File: src/rtl/mdio_mgmt_pkg.sv
package mdio_mgmt_pkg;

  typedef enum logic [2:0] {
    ST_IDLE,
    ST_PRE,
    ST_SEND,
    ST_TURN,
    ST_RDAT,
    ST_TAIL
  } mdio_state_e;

  localparam logic [1:0] START_PAT  = 2'b01;
  localparam logic [1:0] OPC_READ   = 2'b10;
  localparam logic [1:0] OPC_WRITE  = 2'b01;
  localparam logic [1:0] TURN_WRITE = 2'b10;

  localparam int RD_TAIL_SLOTS = 2;
  localparam int WR_TAIL_SLOTS = 1;

endpackage

File: src/rtl/mdio_in_sync.sv
module mdio_in_sync #(
  parameter int STAGES = 2
) (
  input  logic clk,
  input  logic rst,
  input  logic din,
  output logic dout
);
  logic [STAGES-1:0] chain;

  generate
    for (genvar i = 0; i < STAGES; i++) begin : g_stage
      if (i == 0) begin : g_first
        always_ff @(posedge clk) begin
          if (rst) chain[0] <= 1'b1;
          else     chain[0] <= din;
        end
      end else begin : g_next
        always_ff @(posedge clk) begin
          if (rst) chain[i] <= 1'b1;
          else     chain[i] <= chain[i-1];
        end
      end
    end
  endgenerate

  assign dout = chain[STAGES-1];
endmodule

File: src/rtl/mdio_half_timer.sv
module mdio_half_timer #(
  parameter int HALF_W = 8
) (
  input  logic              clk,
  input  logic              rst,
  input  logic              run,
  input  logic [HALF_W-1:0] half_len,
  output logic              tick
);
  logic [HALF_W-1:0] lim;
  logic [HALF_W-1:0] cnt;

  assign lim  = (half_len == '0) ? HALF_W'(1) : half_len;
  assign tick = run && (cnt == lim - HALF_W'(1));

  always_ff @(posedge clk) begin
    if (rst || !run) cnt <= '0;
    else if (tick)   cnt <= '0;
    else             cnt <= cnt + HALF_W'(1);
  end


  half_cnt_range_chk: assert property (@(posedge clk) disable iff (rst)
    run |-> (cnt < lim));


  half_tick_wrap_chk: assert property (@(posedge clk) disable iff (rst)
    (run && tick) |=> (cnt == '0));
endmodule

File: src/rtl/mdio_rx_shift.sv
module mdio_rx_shift #(
  parameter int DATA_W = 16
) (
  input  logic              clk,
  input  logic              rst,
  input  logic              clr,
  input  logic              shift_en,
  input  logic              bit_i,
  output logic [DATA_W-1:0] word_o
);
  always_ff @(posedge clk) begin
    if (rst || clr)    word_o <= '0;
    else if (shift_en) word_o <= {word_o[DATA_W-2:0], bit_i};
  end


  rx_msb_first_chk: assert property (@(posedge clk) disable iff (rst)
    (shift_en && !clr) |=> (word_o[0] == $past(bit_i)
                           && word_o[DATA_W-1:1] == $past(word_o[DATA_W-2:0])));
endmodule

File: src/rtl/mdio_mgmt_master.sv
module mdio_mgmt_master
  import mdio_mgmt_pkg::*;
#(
  parameter int HALF_W    = 8,
  parameter int ADDR_W    = 5,
  parameter int DATA_W    = 16,
  parameter int PRE_LEN   = 32,
  parameter int RECOV_LEN = 32,
  parameter int SYNC_LEN  = 2
) (
  input  logic              clk,
  input  logic              rst,
  input  logic              req_i,
  input  logic              req_read_i,
  input  logic [ADDR_W-1:0] req_phy_i,
  input  logic [ADDR_W-1:0] req_reg_i,
  input  logic [DATA_W-1:0] req_wdata_i,
  input  logic [HALF_W-1:0] half_cfg_i,
  input  logic              mdio_i,
  output logic              mdc_o,
  output logic              mdio_o,
  output logic              mdio_oe_o,
  output logic              busy_o,
  output logic              done_o,
  output logic              err_o,
  output logic [DATA_W-1:0] rd_data_o
);
  localparam int HDR_W = 4 + 2 * ADDR_W;
  localparam int TX_W  = HDR_W + 2 + DATA_W;
  localparam int MAX_A = (PRE_LEN > RECOV_LEN) ? PRE_LEN : RECOV_LEN;
  localparam int MAX_C = (MAX_A > TX_W) ? MAX_A : TX_W;
  localparam int CNT_W = $clog2(MAX_C + 1);

  mdio_state_e       state;
  logic              phase;
  logic [CNT_W-1:0]  cnt;
  logic [TX_W-1:0]   txsr;
  logic              rd_q;
  logic              err_pend;
  logic [HALF_W-1:0] half_q;
  logic              mdc_q, mdo_q, oe_q, busy_q, done_q, err_q;
  logic [DATA_W-1:0] rd_q_data;

  logic              tick;
  logic              sin;
  logic              slot_end;
  logic              rx_shift;
  logic              accept;
  logic [DATA_W-1:0] rx_word;

  assign accept   = (state == ST_IDLE) && req_i;
  assign slot_end = tick && phase;
  assign rx_shift = slot_end && (state == ST_RDAT);

  mdio_in_sync #(.STAGES(SYNC_LEN)) u_sync (
    .clk (clk),
    .rst (rst),
    .din (mdio_i),
    .dout(sin)
  );

  mdio_half_timer #(.HALF_W(HALF_W)) u_timer (
    .clk     (clk),
    .rst     (rst),
    .run     (busy_q),
    .half_len(half_q),
    .tick    (tick)
  );

  mdio_rx_shift #(.DATA_W(DATA_W)) u_rx (
    .clk     (clk),
    .rst     (rst),
    .clr     (accept),
    .shift_en(rx_shift),
    .bit_i   (sin),
    .word_o  (rx_word)
  );

  always_ff @(posedge clk) begin
    if (rst) begin
      state     <= ST_IDLE;
      phase     <= 1'b0;
      cnt       <= '0;
      txsr      <= '0;
      rd_q      <= 1'b0;
      err_pend  <= 1'b0;
      half_q    <= '0;
      mdc_q     <= 1'b0;
      mdo_q     <= 1'b1;
      oe_q      <= 1'b0;
      busy_q    <= 1'b0;
      done_q    <= 1'b0;
      err_q     <= 1'b0;
      rd_q_data <= '0;
    end else begin
      done_q <= 1'b0;
      if (accept) begin
        state    <= ST_PRE;
        cnt      <= CNT_W'(PRE_LEN - 1);
        phase    <= 1'b0;
        mdc_q    <= 1'b0;
        mdo_q    <= 1'b1;
        oe_q     <= 1'b1;
        busy_q   <= 1'b1;
        rd_q     <= req_read_i;
        err_pend <= 1'b0;
        half_q   <= half_cfg_i;
        txsr     <= {START_PAT, (req_read_i ? OPC_READ : OPC_WRITE),
                     req_phy_i, req_reg_i, TURN_WRITE, req_wdata_i};
      end else if (busy_q && tick) begin
        if (!phase) begin
          mdc_q <= 1'b1;
          phase <= 1'b1;
        end else begin
          mdc_q <= 1'b0;
          phase <= 1'b0;
          case (state)
            ST_PRE: begin
              if (cnt == '0) begin
                state <= ST_SEND;
                cnt   <= rd_q ? CNT_W'(HDR_W - 1) : CNT_W'(TX_W - 1);
                mdo_q <= txsr[TX_W-1];
                txsr  <= {txsr[TX_W-2:0], 1'b0};
              end else begin
                cnt <= cnt - CNT_W'(1);
              end
            end
            ST_SEND: begin
              if (cnt == '0) begin
                oe_q  <= 1'b0;
                mdo_q <= 1'b1;
                if (rd_q) begin
                  state <= ST_TURN;
                end else begin
                  state <= ST_TAIL;
                  cnt   <= CNT_W'(WR_TAIL_SLOTS - 1);
                end
              end else begin
                cnt   <= cnt - CNT_W'(1);
                mdo_q <= txsr[TX_W-1];
                txsr  <= {txsr[TX_W-2:0], 1'b0};
              end
            end
            ST_TURN: begin
              if (sin) begin
                state    <= ST_TAIL;
                cnt      <= CNT_W'(RECOV_LEN - 1);
                err_pend <= 1'b1;
              end else begin
                state <= ST_RDAT;
                cnt   <= CNT_W'(DATA_W - 1);
              end
            end
            ST_RDAT: begin
              if (cnt == '0) begin
                state <= ST_TAIL;
                cnt   <= CNT_W'(RD_TAIL_SLOTS - 1);
              end else begin
                cnt <= cnt - CNT_W'(1);
              end
            end
            ST_TAIL: begin
              if (cnt == '0) begin
                state  <= ST_IDLE;
                busy_q <= 1'b0;
                done_q <= 1'b1;
                err_q  <= err_pend;
                if (rd_q) rd_q_data <= err_pend ? '0 : rx_word;
              end else begin
                cnt <= cnt - CNT_W'(1);
              end
            end
            default: state <= ST_IDLE;
          endcase
        end
      end
    end
  end

  assign mdc_o     = mdc_q;
  assign mdio_o    = mdo_q;
  assign mdio_oe_o = oe_q;
  assign busy_o    = busy_q;
  assign done_o    = done_q;
  assign err_o     = err_q;
  assign rd_data_o = rd_q_data;


  pre_drive_high_chk: assert property (@(posedge clk) disable iff (rst)
    (state == ST_PRE) |-> (oe_q && mdo_q));


  mdio_change_low_chk: assert property (@(posedge clk) disable iff (rst)
    (!$stable(mdo_q) || !$stable(oe_q)) |-> !mdc_q);


  mdc_on_tick_chk: assert property (@(posedge clk) disable iff (rst)
    !$stable(mdc_q) |-> $past(tick));


  read_released_chk: assert property (@(posedge clk) disable iff (rst)
    (state == ST_TURN || state == ST_RDAT) |-> !oe_q);


  err_at_done_chk: assert property (@(posedge clk) disable iff (rst)
    $rose(err_q) |-> done_q);


  busy_from_req_chk: assert property (@(posedge clk) disable iff (rst)
    $rose(busy_q) |-> $past(req_i));


  done_parked_chk: assert property (@(posedge clk) disable iff (rst)
    done_q |-> (!mdc_q && !oe_q && !busy_q));


  done_single_chk: assert property (@(posedge clk) disable iff (rst)
    done_q |=> !done_q);
endmodule

File: config.mk
export PLATFORM = sky130hd
export DESIGN_NAME = mdio_mgmt_master
export DESIGN_NICKNAME = d
export VERILOG_FILES = /design/src/rtl/mdio_mgmt_pkg.sv /design/src/rtl/mdio_in_sync.sv /design/src/rtl/mdio_half_timer.sv /design/src/rtl/mdio_rx_shift.sv /design/src/rtl/mdio_mgmt_master.sv
export SDC_FILE = /design/constraint.sdc
export NUM_CORES = 1
export LEC_CHECK = 0
export CAP_MARGIN = 20
export CORE_MARGIN = 3
export CORE_UTILIZATION = 50
export DETAILED_ROUTE_END_ITERATION = 12
export GPL_ROUTABILITY_DRIVEN = 1
export GPL_TIMING_DRIVEN = 0
export PLACE_DENSITY = 0.81
export SETUP_SLACK_MARGIN = 0.5
export SLEW_MARGIN = 20
export SYNTH_ARGS = -nofsm -noshare
export SYNTH_HDL_FRONTEND = slang
export SYNTH_SLANG_ARGS = --single-unit
File: constraint.sdc
create_clock -name clk -period 8.5 [get_ports clk]
set_clock_uncertainty 0.2 [all_clocks]
set_input_delay 1.275 -clock clk [delete_from_list [all_inputs] [get_ports clk]]
set_output_delay 1.275 -clock clk [all_outputs]
set_load 0.01 [all_outputs]
=== Yosys cells after proc, flatten, opt, wreduce, memory -nomap -nowiden ===
Index checks and enable logic that the tools add are counted.

* Add/sub/neg operators: 3
* Equal/unequal tests: 20
* Muxes and demuxes: 44
* Bitwise gates (word level): 4
* Reductions and logical operators: 35

{| class="wikitable"
|+ Operator list
! kind !! count
|-
| two-way mux 31 bit || 3
|-
| two-way mux 32 bit || 2
|-
| one-hot mux 32 bit (2 select lines) || 1
|-
| two-way mux 6 bit || 5
|-
| one-hot mux 6 bit (5 select lines) || 1
|-
| two-way mux 5 bit || 5
|-
| AND reduction 5 bit || 5
|-
| AND reduction 6 bit || 3
|-
| two-way mux 1 bit || 17
|-
| two-way mux 16 bit || 1
|-
| AND reduction 4 bit || 4
|-
| two-way mux 3 bit || 5
|-
| != test 3 x 2 -> 1 bit, second input constant || 5
|-
| one-hot mux 3 bit (5 select lines) || 1
|-
| nonzero test 2 bit || 6
|-
| != test 2 bit, second input constant || 5
|-
| adder 8 x 1 -> 8 bit, second input constant || 1
|-
| == test 8 bit || 1
|-
| logical NOT 8 bit || 1
|-
| two-way mux 8 bit || 1
|-
| subtractor 8 x 1 -> 8 bit, second input constant || 1
|-
| == test 3 x 2 -> 1 bit, second input constant || 2
|-
| == test 3 bit, second input constant || 2
|-
| logical NOT 6 bit || 1
|-
| 18 further kinds || 27
|}

* Register bits after elaboration: 99
* Input bits: 39
* Logic and storage cells: 126

=== Depth between registers and ports, before layout ===
* Depth after elaboration: 8
* Gate-level depth with buffers: 12
* Gate-level depth less buffers: 10

=== Cells and area by module ===
A second synthesis with hierarchy kept.

* Cells, all modules: 554
* Area, all modules: 4772.1 µm²

{| class="wikitable"
|+ Modules (own cells, without submodules)
! module !! times used !! cells an instance !! area an instance (µm²)
|-
| mdio_mgmt_master || 1 || 433 || 3563.4
|-
| mdio_rx_shift || 1 || 53 || 581.8
|-
| mdio_half_timer || 1 || 64 || 574.3
|-
| mdio_in_sync || 1 || 4 || 52.6
|}

=== Least setup slack after synthesis ===
No wires, ideal clock.

* Kind: register to register
* From: register half_q[2]
* To: register state[2]
* Data arrival time: 3.174 ns
* Setup slack: 5.056 ns
* Stages on the path, launching flop included: 12
* Buffers on the path: 1
* Period minus slack after synthesis: 3.444 ns
* Cell sequence: dfxtp_1 -> or4_4 -> nor3_1 -> nor2_1 -> ha_1 -> o21ba_2 -> a221o_1 -> a221oi_1 -> nand4_2 -> buf_6 -> or4_1 -> a21oi_1

* Cells in the longest elaborated chain, start to end: 7

{| class="wikitable"
|+ Ends and longest elaborated chain
! what !! RTL line !! source
|-
| start, declared || mdio_mgmt_master.sv:40 || <nowiki>logic [HALF_W-1:0] half_q;</nowiki>
|-
| start signal, assigned || mdio_mgmt_master.sv:107 || <nowiki>half_q <= half_cfg_i;</nowiki>
|-
| logical NOT 8 bit || mdio_half_timer.sv:13 || <nowiki>assign lim = (half_len == '0) ? HALF_W'(1) : half_len;</nowiki>
|-
| two-way mux 8 bit * || mdio_half_timer.sv:13 ||
|-
| subtractor 8 x 1 -> 8 bit * || mdio_half_timer.sv:14 || <nowiki>assign tick = run && (cnt == lim - HALF_W'(1));</nowiki>
|-
| == test 8 bit * || mdio_half_timer.sv:14 ||
|-
| logical AND 1 bit * || mdio_half_timer.sv:14 ||
|-
| logical AND 1 bit * || mdio_mgmt_master.sv:110 || <nowiki>end else if (busy_q && tick) begin</nowiki>
|-
| AND reduction 6 bit (no source line) * || -- ||
|-
| end signal, assigned || mdio_mgmt_master.sv:120 || <nowiki>state <= ST_SEND;</nowiki>
|-
| end signal, assigned || mdio_mgmt_master.sv:133 || <nowiki>state <= ST_TURN;</nowiki>
|-
| end signal, assigned || mdio_mgmt_master.sv:135 || <nowiki>state <= ST_TAIL;</nowiki>
|-
| end, declared || mdio_mgmt_master.sv:34 || <nowiki>mdio_state_e state;</nowiki>
|}

Mark *: on every way between the ends. The rest lies on a longest branch, timed or not.
A chain may end at the register's enable or synchronous reset.

=== Worst setup path in the final report ===
* From: register half_q[2]
* To: register txsr[31]

* Cells in the longest elaborated chain, start to end: 7

{| class="wikitable"
|+ Ends and longest elaborated chain
! what !! RTL line !! source
|-
| logical NOT 8 bit || mdio_half_timer.sv:13 ||
|-
| two-way mux 8 bit * || mdio_half_timer.sv:13 ||
|-
| subtractor 8 x 1 -> 8 bit * || mdio_half_timer.sv:14 ||
|-
| == test 8 bit * || mdio_half_timer.sv:14 ||
|-
| logical AND 1 bit * || mdio_half_timer.sv:14 ||
|-
| logical AND 1 bit * || mdio_mgmt_master.sv:110 ||
|-
| AND reduction 5 bit (no source line) * || -- ||
|-
| end signal, assigned || mdio_mgmt_master.sv:108 || <nowiki>txsr <= {START_PAT, (req_read_i ? OPC_READ : OPC_WRITE),</nowiki>
|-
| end signal, assigned || mdio_mgmt_master.sv:123 || <nowiki>txsr <= {txsr[TX_W-2:0], 1'b0};</nowiki>
|-
| end signal, assigned || mdio_mgmt_master.sv:141 || <nowiki>txsr <= {txsr[TX_W-2:0], 1'b0};</nowiki>
|-
| end, declared || mdio_mgmt_master.sv:37 || <nowiki>logic [TX_W-1:0] txsr;</nowiki>
|}

Marked as above.

==> load_flow_metrics.sql <==
INSERT INTO impl_metrics (metric_group, metric, value, unit) VALUES
('clock_network', 'post_cts.repair.setup_buffers', '0', ''),
('grt', 'grt_start_max_net_pins', '22', ''),
('place', 'instance_area_after_placement', '5750', 'um2'),
('synth', 'mappedNetlistArea', '4990', 'um2'),
('clock_network', 'clock_tree.htree_level_count', '3', ''),
('synth', 'syn-num-nets', '640', ''),
('cells_and_area', 'layout.cell_area.non_filler', '5970', 'um2'),
('clock_network', 'count_of_hold_buffers_inserted_by_post_cts_repair', '0', ''),
('place', 'hpwl_after_detailed_placement', '9960', 'um'),
('synth', 'synth_edf_count', '0', ''),
('worst_setup_path', 'crit_path_max_incr_delay', '0.61', 'ns'),
('synth', 'synth.ff_latch_count', '99', ''),
('power', 'share_comb_of_total_power', '0.176', ''),
('route', 'drcViolationCount', '0', ''),
('clock_network', 'number_of_cts_inserted_buffers', '9', ''),
('worst_setup_path', 'critical-path-top-cell-by-count', 'sky130_fd_sc_hd__buf_2', ''),
('floorplan', 'dieWidth', '106', 'um'),
('worst_setup_path', 'r2r_setup_slack', '4.56', 'ns'),
('timing', 'finalCriticalPeriod', '3.94', 'ns'),
('cells_and_area', 'layoutNonFillerInstCount', '803', ''),
('worst_setup_path', 'path_depth', '12', ''),
('synth', 'synthDominantCellAreaShare', '0.397', ''),
('timing', 'totalNegativeSetupSlack', '0', 'ns'),
('worst_setup_path', 'timing.critical_path.from_type', 'flip-flop', ''),
('clock_network', 'cts_max_path_buffers', '2', ''),
('floorplan', 'floorplan.initialDensity', '0.527', ''),
('timing', 'fin_crit_sh', '0.464', ''),
('route', 'route.final.wire_length', '13900', 'um'),
('clock_network', 'worstSkewPairLatency', '0.38', 'ns'),
('route', 'vias', '4881', ''),
('worst_setup_path', 'crit-reg2reg-capture', 'txsr[31]$_SDFFE_PP0P_', ''),
('worst_setup_path', 'cp_slowest_cell', 'sky130_fd_sc_hd__or4_4', ''),
('timing', 'final.setup.worst_slack', '4.56', 'ns'),
('synth', 'synth-main-ff-cell', 'sky130_fd_sc_hd__dfxtp_1', ''),
('worst_setup_path', 'timing.critical_path.fanout_max', '10', ''),
('min_path', 'worst_hold_startpoint', 'u_sync.chain[0]$_SDFF_PP1_', ''),
('power', 'worst_ir_drop_vdd', '0.0949', 'mV'),
('cells_and_area', 'drive_above_1_share', '0.0964', ''),
('min_path', 'hold_end', 'u_sync.dout$_SDFF_PP1_', ''),
('floorplan', 'row_count', '35', ''),
('floorplan', 'dieArea', '11200', 'um2'),
('power', 'intPower', '679', 'uW'),
('power', 'total_power', '999', 'uW'),
('route', 'routed_wire_length_per_instance', '17.3', 'um'),
('power', 'power.switching', '320', 'uW'),
('clock_network', 'clockRootBuffer', 'sky130_fd_sc_hd__clkbuf_8', ''),
('min_path', 'worst_hold_path_type', 'reg2reg', ''),
('cells_and_area', 'nets', '711', ''),
('floorplan', 'io_pins', '61', ''),
('clock_network', 'clk_pin_slew_worst_paths', '0.11', 'ns'),
('worst_setup_path', 'timing.critical_path.buf_inv', '2', ''),
('grt', 'grtUsageTotal', '0.245', ''),
('outcome', 'result_of_the_run', 'complete, no violations', ''),
('power', 'power.static_leakage', '2.10', 'nW'),
('route', 'drt.antenna.violating_nets', '0', ''),
('power', 'sequentialPowerShare', '0.502', ''),
('worst_setup_path', 'worstPathRequired', '8.60', 'ns'),
('synth', 'yosysMostFrequentCell', 'sky130_fd_sc_hd__dfxtp_1', ''),
('power', 'power.switching_fraction', '0.320', ''),
('place', 'port_buffers', '60', ''),
('grt', 'antenna_violations_before_repair', '0', ''),
('worst_setup_path', 'r2r_start', 'half_q[2]$_SDFFE_PP0P_', ''),
('grt', 'globalRoute.totalOverflow', '0', ''),
('grt', 'first_global_vias', '4565', ''),
('route', 'initialDrtViolationCount', '319', ''),
('worst_setup_path', 'cp_data_arrival_time', '4.04', 'ns'),
('clock_network', 'tritoncts_clock_tree', 'built', ''),
('synth', 'synth_area_per_cell', '8.34', 'um2'),
('place', 'routabilityCongestion', '0.973', ''),
('floorplan', 'core_region_area', '9460', 'um2'),
('synth', 'synthDominantAreaCellType', 'sky130_fd_sc_hd__dfxtp_1', '');
## sequential cells by signal, indices dropped and copies added (netlist names)
signal        flops
half_q            8
txsr             32
u_rx.word_o      16
u_sync.chain      1
mdio_oe_o         1
err_pend          1
mdc_o             1
u_sync.dout       1
u_timer.cnt       8
rd_data_o        16
cnt               6
mdio_o            1
state             3
done_o            1
rd_q              1
err_o             1
busy_o            1
## worst max-delay path by stage
stage,from,end
3_5_place_dp,req_i,cnt[1]$_SDFFE_PP0P_
3_3_place_gp,req_i,txsr[29]$_SDFFE_PP0P_
5_1_grt,half_q[2]$_SDFFE_PP0P_,rd_data_o[5]$_SDFFE_PP0P_
6_report,half_q[2]$_SDFFE_PP0P_,txsr[31]$_SDFFE_PP0P_
2_1_floorplan,half_q[2]$_SDFFE_PP0P_,state[2]$_SDFFE_PP0P_
4_1_cts,half_q[2]$_SDFFE_PP0P_,txsr[31]$_SDFFE_PP0P_
## per-layer routing
| metal | wire (um) | share of wire | GRT usage | vias up |
|---|---|---|---|---|
| li1 | - | - | - | 2331 |
| met1 | 6370 | 0.46 | 0.347 | 2326 |
| met5 | 0 | 0 | 0 | - |
| met3 | 954 | 0.069 | 0.0423 | 28 |
| met2 | 6330 | 0.46 | 0.387 | 196 |
| met4 | 206 | 0.015 | 0.0657 | 0 |
## cells in the final DEF (no fill, tap or decap), types with 3 or more instances in the layout
master and count:
sky130_fd_sc_hd__and2_1 3, sky130_fd_sc_hd__nor3_1 20, sky130_fd_sc_hd__xnor2_1 8, sky130_fd_sc_hd__o21ai_0 50, sky130_fd_sc_hd__a21oi_1 58, sky130_fd_sc_hd__buf_2 9
sky130_fd_sc_hd__nor4_1 3, sky130_fd_sc_hd__clkdlybuf4s50_1 60, sky130_fd_sc_hd__and3_1 24, sky130_fd_sc_hd__a2111oi_2 20, sky130_fd_sc_hd__a311oi_1 6, sky130_fd_sc_hd__a31oi_1 8
sky130_fd_sc_hd__clkinv_8 4, sky130_fd_sc_hd__o211ai_1 5, sky130_fd_sc_hd__clkbuf_8 9, sky130_fd_sc_hd__nor2b_1 5, sky130_fd_sc_hd__or2_2 4, sky130_fd_sc_hd__nor2_1 64
sky130_fd_sc_hd__inv_1 10, sky130_fd_sc_hd__nand3_1 33, sky130_fd_sc_hd__inv_6 3, sky130_fd_sc_hd__nand4_1 3, sky130_fd_sc_hd__nand2_1 38, sky130_fd_sc_hd__buf_4 3
sky130_fd_sc_hd__dfxtp_1 99, sky130_fd_sc_hd__nand4b_1 16, sky130_fd_sc_hd__mux2i_1 3, sky130_fd_sc_hd__clkbuf_1 39, sky130_fd_sc_hd__a211oi_1 7, sky130_fd_sc_hd__ha_1 3
sky130_fd_sc_hd__a21o_1 3, sky130_fd_sc_hd__nand2b_1 4, sky130_fd_sc_hd__xor2_1 12
## power groups by stage
stage	sequential, mW	combinational, mW	clock (mW)
after floorplan	0.507	0.122	0
after global placement	0.510	0.168	0
after detailed placement	0.511	0.173	0
after CTS	0.501	0.174	0.322
after global routing	0.504	0.193	0.343
final	0.501	0.176	0.322
## layout make-up
cell class | instances | area (um2)
Fill cell | 853 | 3490
Clock buffer | 9 | 124
Inverter | 10 | 37.5
Timing Repair Buffer | 60 | 601
Buffer | 52 | 225
Sequential cell | 99 | 1980
Clock inverter | 7 | 91.3
Multi-Input combinational cell | 437 | 2740
Tap cell | 129 | 161
## cell families after synthesis
kind of cell               synth area share
buffers and inverters                0.0527
muxes                               0.00828
and+or+nand+nor                       0.249
AOI/OAI and AO/OA                     0.250
xor gates and xnor gates             0.0351
adders and majority gates           0.00753
DFF                                   0.397
## worst register-to-register path: cells and delay by family (launching register included)
kind                       cells  cell delay [ns]
DFF                            1             0.40
adders and majority gates      1             0.28
and+or+nand+nor                5             1.29
AOI/OAI and AO/OA              4             1.22
buffers and inverters          2             0.50
No activity file was read; power rests on OpenSTA's default activity.
